**src/rtl/gpio_bank_pkg.sv**
```systemverilog
package gpio_bank_pkg;

   typedef enum logic [1:0] {
      REG_IN   = 2'd0,
      REG_OUT  = 2'd1,
      REG_OE   = 2'd2,
      REG_NONE = 2'd3
   } reg_sel_e;

endpackage

```
**src/rtl/gpio_addr_dec.sv**
```systemverilog
module gpio_addr_dec
   import gpio_bank_pkg::*;
#(
   parameter int                 ADDR_W    = 16,
   parameter int                 NUM_PORTS = 6,
   parameter int                 STRIDE_LG = 4,
   parameter logic [ADDR_W-1:0]  BASE_ADDR = 16'h5200,
   localparam int                IDX_W     = (NUM_PORTS > 1) ? $clog2(NUM_PORTS) : 1
) (
   input  logic [ADDR_W-1:0] addr,
   output logic              hit,
   output logic [IDX_W-1:0]  port_idx,
   output reg_sel_e          sel
);

   logic [ADDR_W-1:0]    offs;
   logic [ADDR_W-1:0]    grp;
   logic [STRIDE_LG-1:0] sub;
   logic                 in_range;

   always_comb begin
      offs     = addr - BASE_ADDR;
      grp      = offs >> STRIDE_LG;
      sub      = offs[STRIDE_LG-1:0];
      in_range = (addr >= BASE_ADDR) && (grp < ADDR_W'(NUM_PORTS));
      port_idx = grp[IDX_W-1:0];
      case (sub)
         STRIDE_LG'(0): sel = REG_IN;
         STRIDE_LG'(1): sel = REG_OUT;
         STRIDE_LG'(2): sel = REG_OE;
         default:       sel = REG_NONE;
      endcase
      hit = in_range && (sel != REG_NONE);
   end

endmodule

```
**src/rtl/gpio_sync.sv**
```systemverilog
module gpio_sync #(
   parameter int W      = 48,
   parameter int STAGES = 2
) (
   input  logic         clk,
   input  logic         rst_n,
   input  logic [W-1:0] d,
   output logic [W-1:0] q
);

   logic [W-1:0] st [STAGES];

   for (genvar s = 0; s < STAGES; s++) begin : g_stage
      if (s == 0) begin : g_first
         always_ff @(posedge clk) begin
            if (!rst_n) st[s] <= '0;
            else        st[s] <= d;
         end
      end else begin : g_next
         always_ff @(posedge clk) begin
            if (!rst_n) st[s] <= '0;
            else        st[s] <= st[s-1];
         end
      end
   end

   assign q = st[STAGES-1];

endmodule

```
**src/rtl/gpio_port.sv**
```systemverilog
module gpio_port #(
   parameter int           W    = 8,
   parameter logic [W-1:0] MASK = '1
) (
   input  logic         clk,
   input  logic         rst_n,
   input  logic         wr_out,
   input  logic         wr_oe,
   input  logic [W-1:0] wdata,
   input  logic [W-1:0] in_sync,
   input  logic [W-1:0] ien,
   output logic [W-1:0] out_q,
   output logic [W-1:0] oe_q,
   output logic [W-1:0] in_rd
);

   always_ff @(posedge clk) begin
      if (!rst_n) begin
         out_q <= '0;
         oe_q  <= '0;
      end else begin
         if (wr_out) out_q <= wdata & MASK;
         if (wr_oe)  oe_q  <= wdata & MASK;
      end
   end

   assign in_rd = in_sync & ien & MASK;

endmodule

```
**src/rtl/gpio_port_bank.sv**
```systemverilog
module gpio_port_bank
   import gpio_bank_pkg::*;
#(
   parameter int                          ADDR_W      = 16,
   parameter int                          PORT_W      = 8,
   parameter int                          NUM_PORTS   = 6,
   parameter int                          STRIDE_LG   = 4,
   parameter int                          SYNC_STAGES = 2,
   parameter logic [ADDR_W-1:0]           BASE_ADDR   = 16'h5200,
   parameter logic [NUM_PORTS*PORT_W-1:0] PORT_MASKS  = 48'h3F3F_FFFF_FF0F,
   localparam int                         PIN_W       = NUM_PORTS * PORT_W,
   localparam int                         IDX_W       = (NUM_PORTS > 1) ? $clog2(NUM_PORTS) : 1
) (
   input  logic              clk,
   input  logic              rst_n,
   input  logic [ADDR_W-1:0] bus_addr,
   input  logic              bus_we,
   input  logic [PORT_W-1:0] bus_wdata,
   output logic [PORT_W-1:0] bus_rdata,
   input  logic [PIN_W-1:0]  pin_in,
   input  logic [PIN_W-1:0]  pin_ien,
   output logic [PIN_W-1:0]  pin_out,
   output logic [PIN_W-1:0]  pin_oe
);

   if (STRIDE_LG < 2) begin : g_bad_stride
      $error("stride must hold three registers");
   end
   if (SYNC_STAGES < 2) begin : g_bad_sync
      $error("synchronizer needs at least two stages");
   end
   if (NUM_PORTS < 1 || PORT_W < 1) begin : g_bad_size
      $error("empty port bank");
   end
   if ((NUM_PORTS << STRIDE_LG) + int'(BASE_ADDR) > (1 << ADDR_W)) begin : g_bad_map
      $error("register window exceeds address space");
   end

   logic              hit;
   logic [IDX_W-1:0]  port_idx;
   reg_sel_e          sel;
   logic [PIN_W-1:0]  in_sync;
   logic [PORT_W-1:0] in_v  [NUM_PORTS];
   logic [PORT_W-1:0] out_v [NUM_PORTS];
   logic [PORT_W-1:0] oe_v  [NUM_PORTS];

   gpio_addr_dec #(
      .ADDR_W    (ADDR_W),
      .NUM_PORTS (NUM_PORTS),
      .STRIDE_LG (STRIDE_LG),
      .BASE_ADDR (BASE_ADDR)
   ) dec_i (
      .addr     (bus_addr),
      .hit      (hit),
      .port_idx (port_idx),
      .sel      (sel)
   );

   gpio_sync #(
      .W      (PIN_W),
      .STAGES (SYNC_STAGES)
   ) sync_i (
      .clk   (clk),
      .rst_n (rst_n),
      .d     (pin_in),
      .q     (in_sync)
   );

   for (genvar p = 0; p < NUM_PORTS; p++) begin : g_port
      logic wr_out;
      logic wr_oe;

      assign wr_out = bus_we && hit && (sel == REG_OUT) && (port_idx == IDX_W'(p));
      assign wr_oe  = bus_we && hit && (sel == REG_OE)  && (port_idx == IDX_W'(p));

      gpio_port #(
         .W    (PORT_W),
         .MASK (PORT_MASKS[p*PORT_W +: PORT_W])
      ) port_i (
         .clk     (clk),
         .rst_n   (rst_n),
         .wr_out  (wr_out),
         .wr_oe   (wr_oe),
         .wdata   (bus_wdata),
         .in_sync (in_sync[p*PORT_W +: PORT_W]),
         .ien     (pin_ien[p*PORT_W +: PORT_W]),
         .out_q   (out_v[p]),
         .oe_q    (oe_v[p]),
         .in_rd   (in_v[p])
      );

      assign pin_out[p*PORT_W +: PORT_W] = out_v[p] & oe_v[p];
      assign pin_oe[p*PORT_W +: PORT_W]  = oe_v[p];
   end

   always_comb begin
      bus_rdata = '0;
      if (hit) begin
         case (sel)
            REG_IN:  bus_rdata = in_v[port_idx];
            REG_OUT: bus_rdata = out_v[port_idx];
            REG_OE:  bus_rdata = oe_v[port_idx];
            default: bus_rdata = '0;
         endcase
      end
   end

endmodule


```
**config.mk**
```make
export PLATFORM = sky130hd
export DESIGN_NAME = gpio_port_bank
export DESIGN_NICKNAME = d
export VERILOG_FILES = /design/src/rtl/gpio_bank_pkg.sv /design/src/rtl/gpio_addr_dec.sv /design/src/rtl/gpio_sync.sv /design/src/rtl/gpio_port.sv /design/src/rtl/gpio_port_bank.sv
export SDC_FILE = /design/constraint.sdc
export NUM_CORES = 1
export LEC_CHECK = 0
export CORE_MARGIN = 5
export CORE_UTILIZATION = 40
export DETAILED_ROUTE_END_ITERATION = 10
export PLACE_DENSITY_LB_ADDON = 0.25
export SLEW_MARGIN = 20
export SYNTH_ARGS = -nofsm -noshare
export SYNTH_HDL_FRONTEND = slang
export SYNTH_SLANG_ARGS = --single-unit
```
**constraint.sdc**
```tcl
create_clock -name clk -period 5.8 [get_ports clk]
set_input_delay 1.16 -clock clk [delete_from_list [all_inputs] [get_ports clk]]
set_output_delay 1.16 -clock clk [all_outputs]
set_load 0.02 [all_outputs]
```
Yosys cells after proc, flatten, opt, wreduce, memory -nomap -nowiden
Memories as Yosys holds them, arrays and structs flattened.
Index checks and enable logic that the tools add are counted.
Widths: inputs -> output; s select.
{ "op_classes": {"n_addsub": 1, "n_lt_le_gt_ge": 3, "eq_ne": 10, "n_mux": 16, "n_bitwise": 15, "reduce_logical": 20} }
{ "op_table": {"columns": ["operator", "count"], "rows": [
  ["$mux 48", 2],
  ["$bmux 8 s3", 3],
  ["$mux 8", 7],
  ["$and 8x8->8", 6],
  ["$and 6x6->6", 4],
  ["$pmux 8 s3", 1],
  ["$logic_and 1x1->1", 17],
  ["$ge 16x15->1 const B", 1],
  ["$sub 16x15->16 const B", 1],
  ["$lt 12x3->1 const B", 1],
  ["$and 4x4->4", 2],
  ["$eq 3x2->1 const B", 2],
  ["$eq 3x3->1 const B", 2],
  ["$pmux 2 s3", 1],
  ["$eq 4x1->1 const B", 1],
  ["$eq 4x2->1 const B", 1],
  ["$ge 4x4->1 const B", 1],
  ["$logic_not 4->1", 1],
  ["$not 3->4", 1],
  ["$eq 3x1->1 const B", 1],
  ["$logic_not 3->1", 1],
  ["$eq 2x1->1 const B", 1],
  ["$eq 2x2->1 const B", 1],
  ["$logic_not 2->1", 1],
  ["other kinds (3)", 5]
]} }
{ "word_totals": {"ff_bits": 80, "mem_bits_rw": 96, "output_inout_bits": 104, "memories": 1} }
{ "memory_table": {"columns": ["name", "depth", "width", "rd", "rd_clocked_by_memory_dff", "write_ports", "line_no", "source"], "rows": [
  ["sync_i.st", 2, 48, 2, 0, 2, "gpio_sync.sv:11", "logic [W-1:0] st [STAGES];"]
]} }

Depth between registers and ports, before layout
{ "depth": {"depth_word": 8, "ltp_mapped": 8} }

Modules after synthesis
Synthesis repeated with hierarchy kept, for this count alone.
{ "unflattened": {"cells_unflattened": 776, "area_unflattened_um2": 7950.1} }
{ "by_module_without_submodules": {"columns": ["module", "n_inst", "cells_each", "area_per_inst_um2"], "rows": [
  ["gpio_sync", 1, 202, 2603.7],
  ["gpio_port (g_port[1].port_i ...)", 3, 59, 658.1],
  ["gpio_port_bank", 1, 236, 1734.2],
  ["gpio_port (g_port[4].port_i ...)", 2, 52, 549.3],
  ["gpio_port (g_port[0].port_i)", 1, 43, 431.7],
  ["gpio_addr_dec", 1, 14, 107.6]
]} }

Least setup slack after synthesis
No wires, ideal clock.
{ "synth_timing": {"path_type": "input to output", "from": "input port bus_addr[5]", "to": "output port bus_rdata[2]", "t_arrival_ns": 2.664, "path_slack_ns": 1.976, "stages": 7, "path_cell_list": "buf_2 > buf_2 > nand2b_1 > clkbuf_1 > o22ai_1 > o21ai_0 > a31oi_1"} }
{ "synth_between": {"elab_chain_cells": 7, "elab_cells_between_ends": 17} }
{ "synth_lines": {"columns": ["element", "line_no", "source"], "rows": [
  ["start: declaration", "gpio_port_bank.sv:16", "input logic [ADDR_W-1:0] bus_addr,"],
  ["$sub 16x15->16", "gpio_addr_dec.sv:22", "offs = addr - BASE_ADDR;"],
  ["$not 3->4 (implied by the code)", "gpio_port_bank.sv:100, gpio_port_bank.sv:101, gpio_port_bank.sv:102", null],
  ["$bmux 8 s3 (on tied branches)", "gpio_port_bank.sv:102, gpio_port_bank.sv:100, gpio_port_bank.sv:101", null],
  ["$mux 8 (on tied branches) (2 in a row)", "gpio_port_bank.sv:102, gpio_port_bank.sv:100, gpio_port_bank.sv:101", null],
  ["$pmux 8 s3", "gpio_port_bank.sv:99", "case (sel)"],
  ["$mux 8 (*)", "gpio_port_bank.sv:98", "if (hit) begin"],
  ["end: declaration", "gpio_port_bank.sv:19", "output logic [PORT_W-1:0] bus_rdata,"]
]} }
Mark *: on every way between the ends. The rest lies on a longest branch, timed or not. The select of a mux whose other input is x is not followed.

Worst setup path in the final report
{ "layout_timing": {"from": "input port bus_addr[9]", "to": "output port bus_rdata[0]"} }
{ "layout_between": {"elab_chain_cells": 5, "elab_cells_between_ends": 6} }
{ "layout_lines": {"columns": ["element", "line_no", "source"], "rows": [
  ["$sub 16x15->16", "gpio_addr_dec.sv:22", null],
  ["$lt 12x3->1", "gpio_addr_dec.sv:25", "in_range = (addr >= BASE_ADDR) && (grp < ADDR_W'(NUM_PORTS));"],
  ["$logic_and 1x1->1 (*)", "gpio_addr_dec.sv:25", null],
  ["$logic_and 1x1->1 (*)", "gpio_addr_dec.sv:33", "hit = in_range && (sel != REG_NONE);"],
  ["$mux 8 (*)", "gpio_port_bank.sv:98", null]
]} }
Mark *: on every way between the ends. The rest lies on a longest branch, timed or not.

==> metrics <==
initial antenna violation count 0; die width between 100 and 150 µm; FILL cells between 1k and 1.5k; DR WL/cell between 15 and 20 µm; Design Power around 0.0025 W; DP HPWL around 14,000 µm; cell family with most CP delay buffers and inverters; Cell variety after synth 49; buffers and inverters on the worst path 3; Post-synth top flop dfxtp_1; TritonCTS clock tree built; Inserted Clock Buffers 17; Die ar. 19,900 µm²; Hold EP sync_i.st[1][23]$_SDFF_PN0_; Hold Buf Count CTS 0; r2r endpoint g_port[2].port_i.oe_q[4]$_SDFFE_PN0P_; vias 5,534; row count 47; max_cap viols 0; Port Buffers 194; post-cts sizing count 0; Hold Crit Start sync_i.st[0][23]$_SDFF_PN0_; Final Util 56.9%; # setup viols final 0; CP endpoint kind output pin; largest net degree at the start of global routing 107; setup TNS 0 ns; drt total wl ~20,000 µm; nets 1,011; placed insts 1,088; Tcrit/Tclk final a little over four fifths; CTS Sinks 160; #FFs+latches synth 160; post-route setup slack roughly 0.92 ns; clock root cell clkbuf_16; Setup Fix Bufs, Post-CTS 0; most frequent CP cell clkdlybuf4s50_1; min cycle time layout a little under 5 ns; CP max stage cell clkdlybuf4s50_1; static leakage approximately 3.5 nW; crit start category input pin; register area roughly 3200 µm²; Psw around 0.00055 W; Flop pwr share ~46%; H-tree lvl count 4; synthesized area between 6000 and 7000 µm²; reg-to-reg startpoint g_port[2].port_i.oe_q[4]$_SDFFE_PN0P_; Fmax 205 MHz; Comb pwr share approximately 7.4%; Slew Limit Fails 0; Initial Util between 40% and 50%; clock input transition at the sequential cells of the worst setup and hold paths 0.06 ns; total grt overflow 0; Routability Congestion between 0.7 and 0.8; vias in the first global route between 5k and 6k; vias per inst between 4 and 5; Pint between 0.0015 and 0.002 W; Async S/R FF share, synth 0%; synth warn 0; R2R cell count 2; ANT cells 0; RSZ-0062 raised after global routing no; Finished Layout Cells around 1.1k; Layout area overhead 38.6%; CP cell instances clkdlybuf4s50_1 > inv_1 > ha_1 > and4_1 > nand3_1 > a31oi_1 > clkdlybuf4s50_1; footprint of the multi-input gates 3400 µm²; P per Cell Area around 260 nW/µm²; worst slack, placed roughly 0.94 ns; Syn Area/Cell just under 10 µm²; WHS Path Cells 1; outcome complete, no violations; GRT Util Overall approximately a fifth; maximum VDD drop between 0.2 and 0.25 mV; slew margin rel. between 30% and 40%; maximum root-to-sink buffer count 2; Cells after Synth about 710; Data required, critical path between 4 and 5 ns; share of cells above drive strength 1 about 7.1%; Worst EP arrival ~3.7 ns; DRC 0; IO Count 227; later-pin clock latency in the skew report 0.42 ns; Worst-Margin Slew between 0.9 and 1 ns; Switching Share about 22%; first-pass GRT wire length 30,300 µm; post-synthesis sequential area ratio about 47%; critical setup path kind in2out; DR iter-0 viols roughly 340; power share of the clock group 46.9%; Core Area 16,700 µm²; Final Hold Vio Count 0; Hold Path Class reg2reg; Critical Path Fanout Max 8; reg2reg setup slack between 5 and 6 ns; Pre-Repair DR Iteration Count 4; Die Height roughly 140 µm; CP max stage delay about 0.67 ns; clk_skew between 0.002 and 0.003 ns; number of flops mapped to enable cells by yosys 0; Detail Route Antenna Nets 0
synth_stat cells (4+ instances only):
master	count	area, µm²
a21oi_1	11	55.1
a22o_1	6	52.6
a31oi_1	14	87.6
and2_1	120	751
and3b_1	4	35.0
buf_2	11	55.1
buf_4	17	128
clkbuf_1	28	105
dfxtp_1	160	3200
mux2_2	5	56.3
mux2i_1	107	1070
nand2_1	101	379
nand2b_1	4	25.0
nand3_1	16	80.1
nand4_1	4	25.0
nor2_1	11	41.3
nor2b_1	9	56.3
nor3_4	6	97.6
nor4b_1	4	35.0
o211ai_1	4	30.0
o21ai_0	17	85.1
o22ai_1	10	62.6
power groups by stage:
stage          clock, W  combinational (W)  sequential [W]
3_5_place_dp          0           0.000183         0.00115
5_1_grt         0.00123           0.000198         0.00113
3_3_place_gp          0           0.000183         0.00115
6_report        0.00116           0.000183         0.00113
4_1_cts         0.00118           0.000184         0.00113
2_1_floorplan         0          0.0000979         0.00115
cell usage in the layout, fill, tap and decap left out, types with 2 or more instances in the layout:
master / instances
a21oi_1: 11
a221o_1: 3
a22o_1: 6
a31oi_1: 14
and2_1: 120
and3b_1: 4
and4b_1: 2
buf_2: 2
buf_4: 10
bufinv_16: 3
clkbuf_1: 2
clkbuf_16: 17
clkbuf_8: 2
clkdlybuf4s50_1: 191
clkinv_4: 2
clkinvlp_4: 2
conb_1: 16
dfxtp_1: 160
inv_1: 3
inv_6: 3
mux2_2: 5
mux2i_1: 107
nand2_1: 101
nand2b_1: 4
nand3_1: 16
nand3b_1: 3
nand4_1: 4
nor2_1: 11
nor2_2: 3
nor2_4: 2
nor2b_1: 9
nor3_1: 2
nor3_4: 6
nor4b_1: 4
o211ai_1: 4
o21ai_0: 17
o22ai_1: 10
metrics by stage:
stage	instance area, µm²	hold WS, ns
CTS	9500	0.431
finish	9500	0.432
global route	9500	0.436
global placement	8890	0.411
detailed placement	8890	0.410
floorplan	6910	0.406
logic make-up after synthesis:
kind of cell	synth area share, %
xor gates and xnor gates	0.128
DFF	46.7
adders and majority gates	0.182
buffers and inverters	4.47
muxes	16.8
AOI/OAI and AO/OA	6.94
and+or+nand+nor	24.7
other	0.0547
sequential cells by signal (all words and copies together), names as in the netlist:
signal	flops
g_port.port_i.oe_q	40
sync_i.st	80
g_port.port_i.out_q	40
how the worst max path moves through the flow:
stage	cells past startpoint	startpoint	to	slack [ns]
after floorplan	7	bus_addr[5]	bus_rdata[2]	1.98
after global placement	8	bus_addr[9]	bus_rdata[7]	0.95
after detailed placement	7	bus_addr[9]	bus_rdata[7]	0.94
after CTS	8	bus_addr[9]	bus_rdata[2]	0.94
after global routing	6	bus_addr[6]	bus_rdata[2]	0.71
final	7	bus_addr[9]	bus_rdata[0]	0.92
final cells by class:
type                    instances  area share (%)
clock buffers                  21            4.85
well taps                     220            2.90
flip-flops and latches        160            33.7
inverters                       3           0.118
clock inverters                11            1.62
multi-input cells             502            35.8
repair buffers                203            21.0
metal layers:
| layer | GRT usage (%) | up-vias | share of wire [%] |
|---|---|---|---|
| li1 | - | 2744 | - |
| met1 | 25.3 | 2562 | 43 |
| met2 | 31.2 | 208 | 46 |
| met3 | 6.87 | 20 | 9.2 |
| met4 | 6.02 | 0 | 1.7 |
| met5 | 0 | - | 0 |
worst reg2reg max path, delay by kind of cell, from the launching register on:
kind          cells  cell delay (ns)
mux               1             0.12
flops             1             0.44
simple gates      1             0.08
No activity file was read; power rests on OpenSTA's default activity.
